<file path="config.mk">
export PLATFORM = sky130hd
export DESIGN_NAME = sram_async_ctl
export DESIGN_NICKNAME = d
export VERILOG_FILES = /design/src/rtl/sram_ctl_pkg.sv /design/src/rtl/sram_phase_timer.sv /design/src/rtl/sram_seq_ctrl.sv /design/src/rtl/sram_dq_path.sv /design/src/rtl/sram_async_ctl.sv
export SDC_FILE = /design/constraint.sdc
export NUM_CORES = 1
export LEC_CHECK = 0
export BUFFER_PORTS_ARGS = -buffer_cell sky130_fd_sc_hd__buf_4
export CORE_MARGIN = 2
export CORE_UTILIZATION = 40
export DETAILED_ROUTE_END_ITERATION = 8
export PLACE_DENSITY = 0.68
export SLEW_MARGIN = 20
export SYNTH_ARGS = -nofsm -noshare
export SYNTH_HDL_FRONTEND = slang
export SYNTH_SLANG_ARGS = --single-unit
</file>
<file path="constraint.sdc">
create_clock -name clk -period 1.7 [get_ports clk]
set_input_delay 0.425 -clock clk [delete_from_list [all_inputs] [get_ports clk]]
set_output_delay 0.425 -clock clk [all_outputs]
set_load 0.005 [all_outputs]
</file>
<file path="src/rtl/sram_ctl_pkg.sv">
`timescale 1ns/1ps
// Shared types and helpers for the asynchronous SRAM controller.
// Assumes all times are given in picoseconds as non-negative integers.
package sram_ctl_pkg;

    typedef enum logic [2:0] {
        PH_IDLE   = 3'd0,
        PH_WSETUP = 3'd1,
        PH_WPULSE = 3'd2,
        PH_WHOLD  = 3'd3,
        PH_RACC   = 3'd4,
        PH_RTURN  = 3'd5
    } phase_e;

    // Cycles needed to cover t_ps at clk_ps, rounded up, never below one.
    function automatic int unsigned ps_to_cyc(input int unsigned t_ps,
                                              input int unsigned clk_ps);
        int unsigned c;
        c = (t_ps + clk_ps - 1) / clk_ps;
        return (c == 0) ? 1 : c;
    endfunction

    // Larger of two counts.
    function automatic int unsigned max2(input int unsigned a, input int unsigned b);
        return (a > b) ? a : b;
    endfunction

endpackage

</file>
<file path="src/rtl/sram_phase_timer.sv">
`timescale 1ns/1ps
// Down-counter that times one phase of a RAM access.
// Loading N gives expiry after N further edges; expired is high at count zero.
// Assumes load is only pulsed when the sequencer changes phase.
module sram_phase_timer #(
    parameter int unsigned CNT_W = 3
) (
    input  logic             clk,
    input  logic             rst_n,
    input  logic             load,
    input  logic [CNT_W-1:0] load_val,
    output logic             expired
);

    logic [CNT_W-1:0] cnt_q;

    // Load on phase entry, otherwise count down and stop at zero.
    always_ff @(posedge clk) begin
        if (!rst_n) begin
            cnt_q <= '0;
        end else if (load) begin
            cnt_q <= load_val;
        end else if (cnt_q != '0) begin
            cnt_q <= cnt_q - 1'b1;
        end
    end

    assign expired = (cnt_q == '0);

endmodule

</file>
<file path="src/rtl/sram_seq_ctrl.sv">
`timescale 1ns/1ps
// Phase sequencer: turns accepted requests into registered strobe states.
// Every pin level is registered from the next phase, so strobes never glitch.
// Assumes each phase count parameter is at least one.
module sram_seq_ctrl
    import sram_ctl_pkg::*;
#(
    parameter int unsigned ADDR_W     = 20,
    parameter int unsigned CNT_W      = 3,
    parameter int unsigned SETUP_CYC  = 1,
    parameter int unsigned WPULSE_CYC = 1,
    parameter int unsigned HOLD_CYC   = 1,
    parameter int unsigned ACCESS_CYC = 2,
    parameter int unsigned TURN_CYC   = 1
) (
    input  logic              clk,
    input  logic              rst_n,
    input  logic              req_valid,
    input  logic              req_write,
    input  logic [ADDR_W-1:0] req_addr,
    input  logic              tmr_expired,
    output logic              tmr_load,
    output logic [CNT_W-1:0]  tmr_val,
    output logic              wr_accept,
    output logic              rd_capture,
    output logic              ready,
    output logic [ADDR_W-1:0] pin_addr,
    output logic              pin_ce_n,
    output logic              pin_we_n,
    output logic              pin_oe_n,
    output logic              pin_drive
);

    localparam logic [CNT_W-1:0] LD_SETUP  = CNT_W'(SETUP_CYC  - 1);
    localparam logic [CNT_W-1:0] LD_WPULSE = CNT_W'(WPULSE_CYC - 1);
    localparam logic [CNT_W-1:0] LD_HOLD   = CNT_W'(HOLD_CYC   - 1);
    localparam logic [CNT_W-1:0] LD_ACCESS = CNT_W'(ACCESS_CYC - 1);
    localparam logic [CNT_W-1:0] LD_TURN   = CNT_W'(TURN_CYC   - 1);

    phase_e ph_q, ph_d;
    logic   accept;

    // Next-phase selection and timer reload on each phase change.
    always_comb begin
        ph_d       = ph_q;
        tmr_load   = 1'b0;
        tmr_val    = '0;
        accept     = 1'b0;
        rd_capture = 1'b0;
        case (ph_q)
            PH_IDLE: begin
                if (req_valid && ready) begin
                    accept   = 1'b1;
                    tmr_load = 1'b1;
                    if (req_write) begin
                        ph_d    = PH_WSETUP;
                        tmr_val = LD_SETUP;
                    end else begin
                        ph_d    = PH_RACC;
                        tmr_val = LD_ACCESS;
                    end
                end
            end
            PH_WSETUP: begin
                if (tmr_expired) begin
                    ph_d     = PH_WPULSE;
                    tmr_load = 1'b1;
                    tmr_val  = LD_WPULSE;
                end
            end
            PH_WPULSE: begin
                if (tmr_expired) begin
                    ph_d     = PH_WHOLD;
                    tmr_load = 1'b1;
                    tmr_val  = LD_HOLD;
                end
            end
            PH_WHOLD: begin
                if (tmr_expired) begin
                    ph_d = PH_IDLE;
                end
            end
            PH_RACC: begin
                if (tmr_expired) begin
                    ph_d       = PH_RTURN;
                    rd_capture = 1'b1;
                    tmr_load   = 1'b1;
                    tmr_val    = LD_TURN;
                end
            end
            PH_RTURN: begin
                if (tmr_expired) begin
                    ph_d = PH_IDLE;
                end
            end
            default: ph_d = PH_IDLE;
        endcase
    end

    assign wr_accept = accept && req_write;

    // Phase register plus strobe levels registered from the next phase.
    always_ff @(posedge clk) begin
        if (!rst_n) begin
            ph_q      <= PH_IDLE;
            ready     <= 1'b1;
            pin_ce_n  <= 1'b1;
            pin_we_n  <= 1'b1;
            pin_oe_n  <= 1'b1;
            pin_drive <= 1'b0;
        end else begin
            ph_q      <= ph_d;
            ready     <= (ph_d == PH_IDLE);
            pin_ce_n  <= !(ph_d == PH_WSETUP || ph_d == PH_WPULSE ||
                           ph_d == PH_WHOLD  || ph_d == PH_RACC);
            pin_we_n  <= (ph_d != PH_WPULSE);
            pin_oe_n  <= (ph_d != PH_RACC);
            pin_drive <= (ph_d == PH_WSETUP || ph_d == PH_WPULSE ||
                          ph_d == PH_WHOLD);
        end
    end

    // Address register: loaded on acceptance only, so it holds across a cycle.
    always_ff @(posedge clk) begin
        if (!rst_n) begin
            pin_addr <= '0;
        end else if (accept) begin
            pin_addr <= req_addr;
        end
    end

endmodule

</file>
<file path="src/rtl/sram_dq_path.sv">
`timescale 1ns/1ps
// Data path for the split tristate bus: holds write data, drives the pad
// enable from the sequencer, captures read data and raises the completion pulse.
// Assumes the pad ring resolves dq_o/dq_oe into the physical bus.
module sram_dq_path #(
    parameter int unsigned DATA_W = 4
) (
    input  logic              clk,
    input  logic              rst_n,
    input  logic              wr_accept,
    input  logic [DATA_W-1:0] wdata,
    input  logic              drive,
    input  logic              capture,
    input  logic [DATA_W-1:0] dq_i,
    output logic [DATA_W-1:0] dq_o,
    output logic              dq_oe,
    output logic [DATA_W-1:0] rd_data,
    output logic              rd_valid
);

    // Write data register, loaded only when a write is accepted.
    always_ff @(posedge clk) begin
        if (!rst_n) begin
            dq_o <= '0;
        end else if (wr_accept) begin
            dq_o <= wdata;
        end
    end

    // Read capture and one-cycle completion pulse.
    always_ff @(posedge clk) begin
        if (!rst_n) begin
            rd_data  <= '0;
            rd_valid <= 1'b0;
        end else begin
            rd_valid <= capture;
            if (capture) begin
                rd_data <= dq_i;
            end
        end
    end

    assign dq_oe = drive;

endmodule

</file>
<file path="src/rtl/sram_async_ctl.sv">
`timescale 1ns/1ps
// Top of the asynchronous SRAM controller. Derives phase counts from the
// clock period and RAM limits, then joins the timer, sequencer and data path.
// Assumes one outstanding request at a time and a pad-split data bus.
module sram_async_ctl
    import sram_ctl_pkg::*;
#(
    parameter int unsigned ADDR_W      = 20,
    parameter int unsigned DATA_W      = 4,
    parameter int unsigned CLK_PS      = 10000,
    parameter int unsigned T_ASU_PS    = 0,
    parameter int unsigned T_WP_PS     = 7000,
    parameter int unsigned T_DSU_PS    = 5000,
    parameter int unsigned T_DH_PS     = 0,
    parameter int unsigned T_ACC_PS    = 10000,
    parameter int unsigned T_HZ_PS     = 5000,
    parameter int unsigned RD_SYNC_CYC = 1
) (
    input  logic              clk,
    input  logic              rst_n,
    input  logic              req_valid,
    input  logic              req_write,
    input  logic [ADDR_W-1:0] req_addr,
    input  logic [DATA_W-1:0] req_wdata,
    output logic              req_ready,
    output logic [DATA_W-1:0] rsp_rdata,
    output logic              rsp_valid,
    output logic [ADDR_W-1:0] sram_addr,
    output logic              sram_ce_n,
    output logic              sram_we_n,
    output logic              sram_oe_n,
    output logic [DATA_W-1:0] sram_dq_o,
    output logic              sram_dq_oe,
    input  logic [DATA_W-1:0] sram_dq_i
);

    localparam int unsigned SETUP_CYC  = ps_to_cyc(T_ASU_PS, CLK_PS);
    localparam int unsigned WPULSE_CYC = max2(ps_to_cyc(T_WP_PS, CLK_PS),
                                              ps_to_cyc(T_DSU_PS, CLK_PS));
    localparam int unsigned HOLD_CYC   = ps_to_cyc(T_DH_PS, CLK_PS);
    localparam int unsigned ACCESS_CYC = ps_to_cyc(T_ACC_PS, CLK_PS) + RD_SYNC_CYC;
    localparam int unsigned TURN_CYC   = ps_to_cyc(T_HZ_PS, CLK_PS);
    localparam int unsigned MAX_CYC    = max2(max2(SETUP_CYC, WPULSE_CYC),
                                              max2(max2(HOLD_CYC, ACCESS_CYC), TURN_CYC));
    localparam int unsigned CNT_W      = $clog2(MAX_CYC + 1);

    logic             tmr_load;
    logic [CNT_W-1:0] tmr_val;
    logic             tmr_expired;
    logic             wr_accept;
    logic             rd_capture;
    logic             drive;

    sram_phase_timer #(
        .CNT_W (CNT_W)
    ) timer_i (
        .clk      (clk),
        .rst_n    (rst_n),
        .load     (tmr_load),
        .load_val (tmr_val),
        .expired  (tmr_expired)
    );

    sram_seq_ctrl #(
        .ADDR_W     (ADDR_W),
        .CNT_W      (CNT_W),
        .SETUP_CYC  (SETUP_CYC),
        .WPULSE_CYC (WPULSE_CYC),
        .HOLD_CYC   (HOLD_CYC),
        .ACCESS_CYC (ACCESS_CYC),
        .TURN_CYC   (TURN_CYC)
    ) seq_i (
        .clk         (clk),
        .rst_n       (rst_n),
        .req_valid   (req_valid),
        .req_write   (req_write),
        .req_addr    (req_addr),
        .tmr_expired (tmr_expired),
        .tmr_load    (tmr_load),
        .tmr_val     (tmr_val),
        .wr_accept   (wr_accept),
        .rd_capture  (rd_capture),
        .ready       (req_ready),
        .pin_addr    (sram_addr),
        .pin_ce_n    (sram_ce_n),
        .pin_we_n    (sram_we_n),
        .pin_oe_n    (sram_oe_n),
        .pin_drive   (drive)
    );

    sram_dq_path #(
        .DATA_W (DATA_W)
    ) dq_i (
        .clk       (clk),
        .rst_n     (rst_n),
        .wr_accept (wr_accept),
        .wdata     (req_wdata),
        .drive     (drive),
        .capture   (rd_capture),
        .dq_i      (sram_dq_i),
        .dq_o      (sram_dq_o),
        .dq_oe     (sram_dq_oe),
        .rd_data   (rsp_rdata),
        .rd_valid  (rsp_valid)
    );

endmodule

</file>
==> metrics, run 1 <==
run status complete, no violations; Worst path most repeated cell inv_1; CTS tree yes; vias in the first global route 1411; DRT iter0 DRCs 58; Yosys top cell area share 45.25%; Worst Path Max Fanout 9; worst skew pair latency 0.28 ns; Via Count 1435; TritonCTS buffer count 5; count leader, synth nand2_1; WP buf/inv 2; critical path, cell by cell inv_1, ha_1, inv_1, nor2_1, a222oi_1, o221a_2; Sequential Power Share 39.5%; Worst IR Drop VDD 0.8091 mV; placed instance count 293; Hold Buf Count CTS 0; CP max stage cell dfxtp_1; EDFF count, synth 0; Mapped Nets between 200 and 250; Setup violations, final 0; residual DRC count 0; min-delay src req_addr[12]; Switching Share 36.26%; R2R depth 6; Die Wd 69.68 um; dpl hpwl 2729 um; RR Endpoint timer_i.cnt_q[0]$_SDFFE_PN0P_; post-synthesis sequential area ratio 45.25%; Routed WL 3617 um; Congestion Overflow GR 0; Tightest Pin Transition 0.4251 ns; vias per cell 4.767; DRT antenna net count 0; critical path class reg2reg; FF+latch count, synth 39; Inserted Diodes 0; # nets final 283; Post-synth ARST share 0%; DR pass1 iterations 4; layout cells sized above 1 42.23%; core area 4086 um^2; Crit path max-delay family compound AO/OA/AOI/OAI gates; area leader, netlist dfxtp_1; final hold vios 0; Synth Warn # 0; M1 GR Usage between 10% and 20%; period utilization 89.49%; RePlAce Congestion between 0.8 and 0.9; GRT Max-Usage Layer met2; Max Cap Viol 0; RSZ-0062 raised after global routing no; filler cell count 409; met2 usage 26.07%; Cell Count, Final, Fillers Out 301; power per cell area 1470 nW/um^2; Slew Limit Fails 0; top post-synthesis cells by area dfxtp_1, a21boi_2, nand2_1; initial antenna violation count 0; die area 4855 um^2; Pint 2.155 mW; register-to-register path setup slack 0.18 ns; min Tclk post-route approximately 1.5 ns; syn avg cell area 9.276 um^2; WHS Endpoint seq_i.pin_addr[12]$_SDFFE_PN0P_; Resized cells post-CTS 0; initial core utilization 42.22%; drt wl/cell 12.02 um; Die Ht 69.68 um; clock skew 0.005634 ns; Cells after Synth 186; Post-Syn Area between 1500 and 2000 um^2; total area of sequential cells 780.7 um^2; largest net degree at the start of global routing 27; GR Util met3 5.378%; Worst-path clk slew roughly 0.070 ns; fmax 0.6573 GHz; crit start category flip-flop; synth cell count leaders nand2_1, dfxtp_1, a21boi_2, nand2_2, nor2_1; total I/O pin count 66; Hold Path Class in2reg; Reg-to-Reg Start timer_i.cnt_q[0]$_SDFFE_PN0P_; postcts setup bufs 0; WHS Path Cells 3; Sw Pwr 1.226 mW; Post-synth top flop dfxtp_1; global-route wire length before repair around 6200 um; max_slew headroom 71.62%; clock root cell clkbuf_8; Syn-to-layout area delta 33.29%; Multi-input gate area 830.8 um^2; # rows 23; Distinct cells, synth 33; CTS sink count 39; crit path DAT 1.75 ns; CP max stage delay 0.33 ns; Crit. Startpoint timer_i.cnt_q[0]$_SDFFE_PN0P_; worst path required time 1.93 ns; clock buffer depth 2; TNS Setup 0 ns; CTS H-Tree Depth 2; I/O Buffers 65; CP Capture Type flip-flop; Total GRT Usage 15.65%; Gate power share 43.5%; clock network fraction of total power 17.0%; P_leak 0.9889 nW
cell type report:
| class | count | share of cell area, % |
|---|---|---|
| Clock buffer | 7 | 3.319 |
| Multi-Input combinational cell | 130 | 36.13 |
| Tap cell | 50 | 2.720 |
| Inverter | 3 | 0.4897 |
| Timing Repair Buffer | 71 | 23.18 |
| Sequential cell | 39 | 33.95 |
| Clock inverter | 1 | 0.2176 |
stage by stage:
stage	hold WS (ns)	total power [mW]	instance area (um^2)	worst slack, ns	utilization (%)
5_1_grt	0.3766	3.668	2300	0.01664	56.28
2_1_floorplan	0.4514	2.392	1725	0.3119	-
6_report	0.3849	3.380	2300	0.1786	56.28
4_1_cts	0.3737	3.426	2300	0.1526	56.28
3_3_place_gp	0.4428	2.818	2218	0.2332	54.29
3_5_place_dp	0.4492	2.835	2218	0.1747	54.29
worst max path at each step:
stage | endpoint | slack, ns | cells past startpoint
2_1_floorplan | timer_i.cnt_q[0]$_SDFFE_PN0P_ | 0.31 | 7
3_3_place_gp | timer_i.cnt_q[0]$_SDFFE_PN0P_ | 0.23 | 6
3_5_place_dp | timer_i.cnt_q[0]$_SDFFE_PN0P_ | 0.17 | 6
4_1_cts | timer_i.cnt_q[0]$_SDFFE_PN0P_ | 0.15 | 6
5_1_grt | timer_i.cnt_q[0]$_SDFFE_PN0P_ | 0.02 | 6
6_report | timer_i.cnt_q[0]$_SDFFE_PN0P_ | 0.18 | 6
power by group through the flow:
stage               registers, mW  clock network [mW]  logic [mW]
finish                       1.33               0.574        1.47
global placement             1.35                   0        1.47
floorplan                    1.31                   0        1.08
global route                 1.37               0.646        1.65
CTS                          1.33               0.605        1.49
detailed placement           1.35                   0        1.48
state kept, by name, summed over array words and instances, names as in the netlist:
register         count
seq_i.ready          1
dq_i.dq_o            4
dq_i.rd_data         4
seq_i.pin_ce_n       1
seq_i.pin_drive      1
seq_i.pin_addr      20
seq_i.ph_q           3
seq_i.pin_oe_n       1
timer_i.cnt_q        2
dq_i.rd_valid        1
seq_i.pin_we_n       1
routing by layer:
layer	part of all wire, %	up-vias
li1	-	746
met1	45	641
met2	47	46
met3	6.7	2
met4	0.53	0
met5	0	-
worst min-delay path: stages:
cell and delay, ns:
buf_4 0.11, nand2_2 0.05, a21boi_2 0.04
cells by family after synthesis:
family | Yosys count | synth area share [%]
simple gates | 80 | 21.68
xor+xnor | 2 | 1.015
mux | 5 | 2.901
flops | 39 | 45.25
compound gates | 42 | 21.83
buf+inv | 17 | 6.598
fa+ha+maj | 1 | 0.7250
cell usage in the layout, fill, tap and decap left out, types with 2 or more instances in the layout:
master	netlist	layout
a211oi_1	2	2
a21boi_0	6	6
a21boi_1	2	2
a21boi_2	16	16
a21oi_1	4	4
and3_1	3	3
buf_4	2	71
clkbuf_1	5	2
clkbuf_8	0	5
dfxtp_1	39	39
inv_1	3	3
mux2i_1	5	5
nand2_1	45	45
nand2_2	8	8
nand2b_1	3	3
nand3_1	5	5
nor2_1	8	8
nor2b_1	4	4
o21ai_0	5	5
o221a_2	2	2
xor2_1	2	2
Power figures use the tool's default switching activity.
==> inputs of run 2 (changes only) <==
--- a/config.mk
+++ b/config.mk
@@ -5,11 +5,12 @@
 export SDC_FILE = /design/constraint.sdc
 export NUM_CORES = 1
 export LEC_CHECK = 0
+export ABC_AREA = 1
 export BUFFER_PORTS_ARGS = -buffer_cell sky130_fd_sc_hd__buf_4
 export CORE_MARGIN = 2
 export CORE_UTILIZATION = 40
 export DETAILED_ROUTE_END_ITERATION = 8
-export PLACE_DENSITY = 0.68
+export PLACE_DENSITY = 0.71
 export SLEW_MARGIN = 20
 export SYNTH_ARGS = -nofsm -noshare
 export SYNTH_HDL_FRONTEND = slang
==> run 2 against run 1 <==
First-iteration DRC count shrank 5.2%. Count of clock-buffer cells in the layout shrank 1. Sequential share of layout area grew 4.5 points. Die area shrank 15%. Worst hold slack lost 0.083 ns. Final area shrank 12%. Synthesized area shrank 16%. Utilization grew 3.2 points. Synthesized cell count grew 1.6%. Clock skew grew 0.0050 ns.
==> metrics, run 2 <==
run status complete, no violations (unchanged); CTS tree yes (unchanged); worst skew pair latency 0.34 ns (was 0.28 ns); Post-Syn Area 1451 um^2 (was 1725 um^2); Distinct cells, synth 21 (was 33); core area 3416 um^2 (was 4086 um^2); Die Ht 64.24 um (was 69.68 um); worst path required time 1.93 ns (about the same); DRT antenna net count 0 (unchanged); P_leak 0.9688 nW (was 0.9889 nW); RR Endpoint seq_i.pin_ce_n$_SDFF_PN1_ (was timer_i.cnt_q[0]$_SDFFE_PN0P_); clock buffer depth 2 (unchanged); dpl hpwl 2271 um (was 2729 um); WHS Endpoint dq_i.rd_data[1]$_SDFFE_PN0P_ (was seq_i.pin_addr[12]$_SDFFE_PN0P_); count leader, synth nand2_1 (unchanged); max reg flops 20 (unchanged); XOR/XNOR Fraction of Synth Area 0% (was 1.015%); Via Count 1394 (was 1435); CTS sink count 39 (unchanged); Post-synth top flop dfxtp_1 (unchanged); Slew Limit Fails 0 (unchanged); RePlAce Congestion 0.8524 (was 0.8934); Hold Path Class in2reg (unchanged); I/O Buffers 65 (unchanged); commonest non-fill, non-tap cells in the layout buf_4, nand2_1, dfxtp_1, a21oi_1, nor2_1 (was buf_4, nand2_1, dfxtp_1, a21boi_2); Total GRT Usage 16.38% (was 15.65%); Worst IR Drop VDD 0.6981 mV (was 0.8091 mV); Post-synth ARST share 0% (unchanged); top post-synthesis cells by area dfxtp_1, nand2_1, a21oi_1 (was dfxtp_1, a21boi_2, nand2_1); Worst-path clk slew 0.10 ns (was 0.07 ns); largest family of logic cells by synthesized area simple AND/OR/NAND/NOR gates (was compound AO/OA/AOI/OAI gates); CTS H-Tree Depth 2 (unchanged); Synth Warn # 0 (unchanged); power per cell area 1480 nW/um^2 (was 1470 nW/um^2); clock root cell clkbuf_4 (was clkbuf_8); total I/O pin count 66 (unchanged); # nets final 289 (was 283); fmax 0.7081 GHz (was 0.6573 GHz); TritonCTS buffer count 5 (unchanged); synth cell count leaders nand2_1, dfxtp_1, a21oi_1, nor2_1, inv_1 (was nand2_1, dfxtp_1, a21boi_2, nand2_2, nor2_1); crit start category flip-flop (unchanged); area leader, netlist dfxtp_1 (unchanged); Congestion Overflow GR 0 (unchanged); Syn-to-layout area delta 39.91% (was 33.29%); post-synthesis sequential area ratio 53.79% (was 45.25%); CP Capture Type flip-flop (unchanged); Tightest Pin Transition 0.3363 ns (was 0.4251 ns); Adder-Cell Fraction of Synth Area 0.8621% (was 0.7252%); WHS Path Cells 3 (unchanged); vias in the first global route 1171 (was 1411); final hold vios 0 (unchanged); Cells after Synth 189 (was 186); Setup violations, final 0 (unchanged); postcts setup bufs 0 (unchanged); fin area 2031 um^2 (was 2300 um^2); Yosys top cell area share 53.79% (was 45.25%); drt wl/cell 10.54 um (was 12.02 um); Resized cells post-CTS 0 (unchanged); die area 4126 um^2 (was 4855 um^2); # rows 21 (was 23); vias per cell 4.616 (was 4.767); critical path class reg2reg (unchanged); period utilization 83.07% (was 89.49%); Worst Path Max Fanout 6 (was 9); mux share of post-synthesis cell area 0% (was 2.901%); Tot Pwr 3.006 mW (was 3.380 mW); min-delay src sram_dq_i[1] (was req_addr[12]); Inserted Diodes 0 (unchanged); min Tclk post-route 1.412 ns (was 1.521 ns); initial antenna violation count 0 (unchanged); max_slew headroom 77.55% (was 71.62%); largest net degree at the start of global routing 22 (was 27); area after detailed placement 1974 um^2 (was 2218 um^2); Mapped Nets 222 (was 219); Largest Register seq_i.pin_addr (unchanged); Reg-to-Reg Start timer_i.cnt_q[0]$_SDFFE_PN0P_ (unchanged); simple-gate share of the synthesized area 27.93% (was 21.68%); EDFF count, synth 0 (unchanged); R2R depth 9 (was 6); clock skew 0.01068 ns (was 0.005634 ns); crit path DAT 1.64 ns (was 1.75 ns); layout cells sized above 1 32.03% (was 42.23%); FF+latch count, synth 39 (unchanged); Max Cap Viol 0 (unchanged); RSZ-0062 raised after global routing no (unchanged); Largest regs seq_i.pin_addr: 20 flops, dq_i.dq_o: 4 flops, dq_i.rd_data: 4 flops (unchanged); commonest non-fill, non-tap cell in the layout buf_4 (unchanged); Compound-Gate Fraction of Synth Area 11.72% (was 21.83%); residual DRC count 0 (unchanged); global-route wire length before repair 5085 um (was 6230 um); TNS Setup 0 ns (unchanged); DRT iter0 DRCs 55 (was 58); syn avg cell area 7.679 um^2 (was 9.276 um^2); DR pass1 iterations 4 (unchanged); Routed WL 3183 um (was 3617 um); register-to-register path setup slack 0.29 ns (was 0.18 ns); Hold Buf Count CTS 0 (unchanged); initial core utilization 42.49% (was 42.22%); Die Wd 64.24 um (was 69.68 um)
==> run 2: through the flow <==
step           setup WS, ns  util, %  cells  hold slack, ns
6_report             0.2879    59.45    302          0.3023
5_1_grt              0.1987    59.45    302          0.2832
4_1_cts              0.2722    59.45    302          0.2893
3_5_place_dp         0.2997    57.80    295          0.4557
3_3_place_gp         0.3397    57.80    295          0.4546
2_1_floorplan        0.3903        -    189          0.4609
==> run 2: cell families (layout without fill, tap and decap cells) <==
group / Yosys count / count (layout)
compound gates: 34 / 34
fa+ha+maj: 1 / 1
buf+inv: 19 / 86
flops: 39 / 39
simple gates: 96 / 96
==> run 2: critical path: stages (launching register included) <==
cell	delay (ns)
dfxtp_1	0.36
inv_1	0.05
ha_1	0.25
or2_1	0.22
nand3_1	0.07
nand2_1	0.06
nand2_2	0.10
nand2_1	0.07
nand2_1	0.07
nand3_1	0.06
==> run 2: per-layer routing <==
metal | vias up | track usage [%] | part of all wire, %
met4 | 0 | 7.181 | 2.1
met5 | - | 0 | 0
met1 | 614 | 19.38 | 44
met3 | 5 | 6.866 | 6.4
met2 | 41 | 25.91 | 48
li1 | 734 | - | -
==> run 2: how the worst max path moves through the flow <==
| stage | depth (start not counted) | slack, ns | from | end |
|---|---|---|---|---|
| 2_1_floorplan | 9 | 0.39 | timer_i.cnt_q[0]$_SDFFE_PN0P_ | seq_i.pin_ce_n$_SDFF_PN1_ |
| 3_3_place_gp | 9 | 0.34 | timer_i.cnt_q[0]$_SDFFE_PN0P_ | seq_i.pin_ce_n$_SDFF_PN1_ |
| 3_5_place_dp | 9 | 0.30 | timer_i.cnt_q[0]$_SDFFE_PN0P_ | seq_i.pin_ce_n$_SDFF_PN1_ |
| 4_1_cts | 9 | 0.27 | timer_i.cnt_q[0]$_SDFFE_PN0P_ | seq_i.pin_ce_n$_SDFF_PN1_ |
| 5_1_grt | 9 | 0.20 | timer_i.cnt_q[0]$_SDFFE_PN0P_ | seq_i.pin_ce_n$_SDFF_PN1_ |
| 6_report | 9 | 0.29 | timer_i.cnt_q[0]$_SDFFE_PN0P_ | seq_i.pin_ce_n$_SDFF_PN1_ |
==> run 2: area by class of cell <==
| type | count | area (um^2) |
|---|---|---|
| Multi-Input combinational cell | 131 | 588.1 |
| Sequential cell | 39 | 780.7 |
| Timing Repair Buffer | 67 | 503.0 |
| Clock buffer | 6 | 51.30 |
| Tap cell | 46 | 57.56 |
| Inverter | 12 | 45.04 |
| Fill cell | 343 | 1385 |
| Clock inverter | 1 | 5.005 |
==> run 2: where the power goes <==
part	switching, mW	internal (mW)	leakage [nW]
clock network	0.272	0.191	0.0341
logic	0.687	0.563	0.615
registers	0.140	1.15	0.319
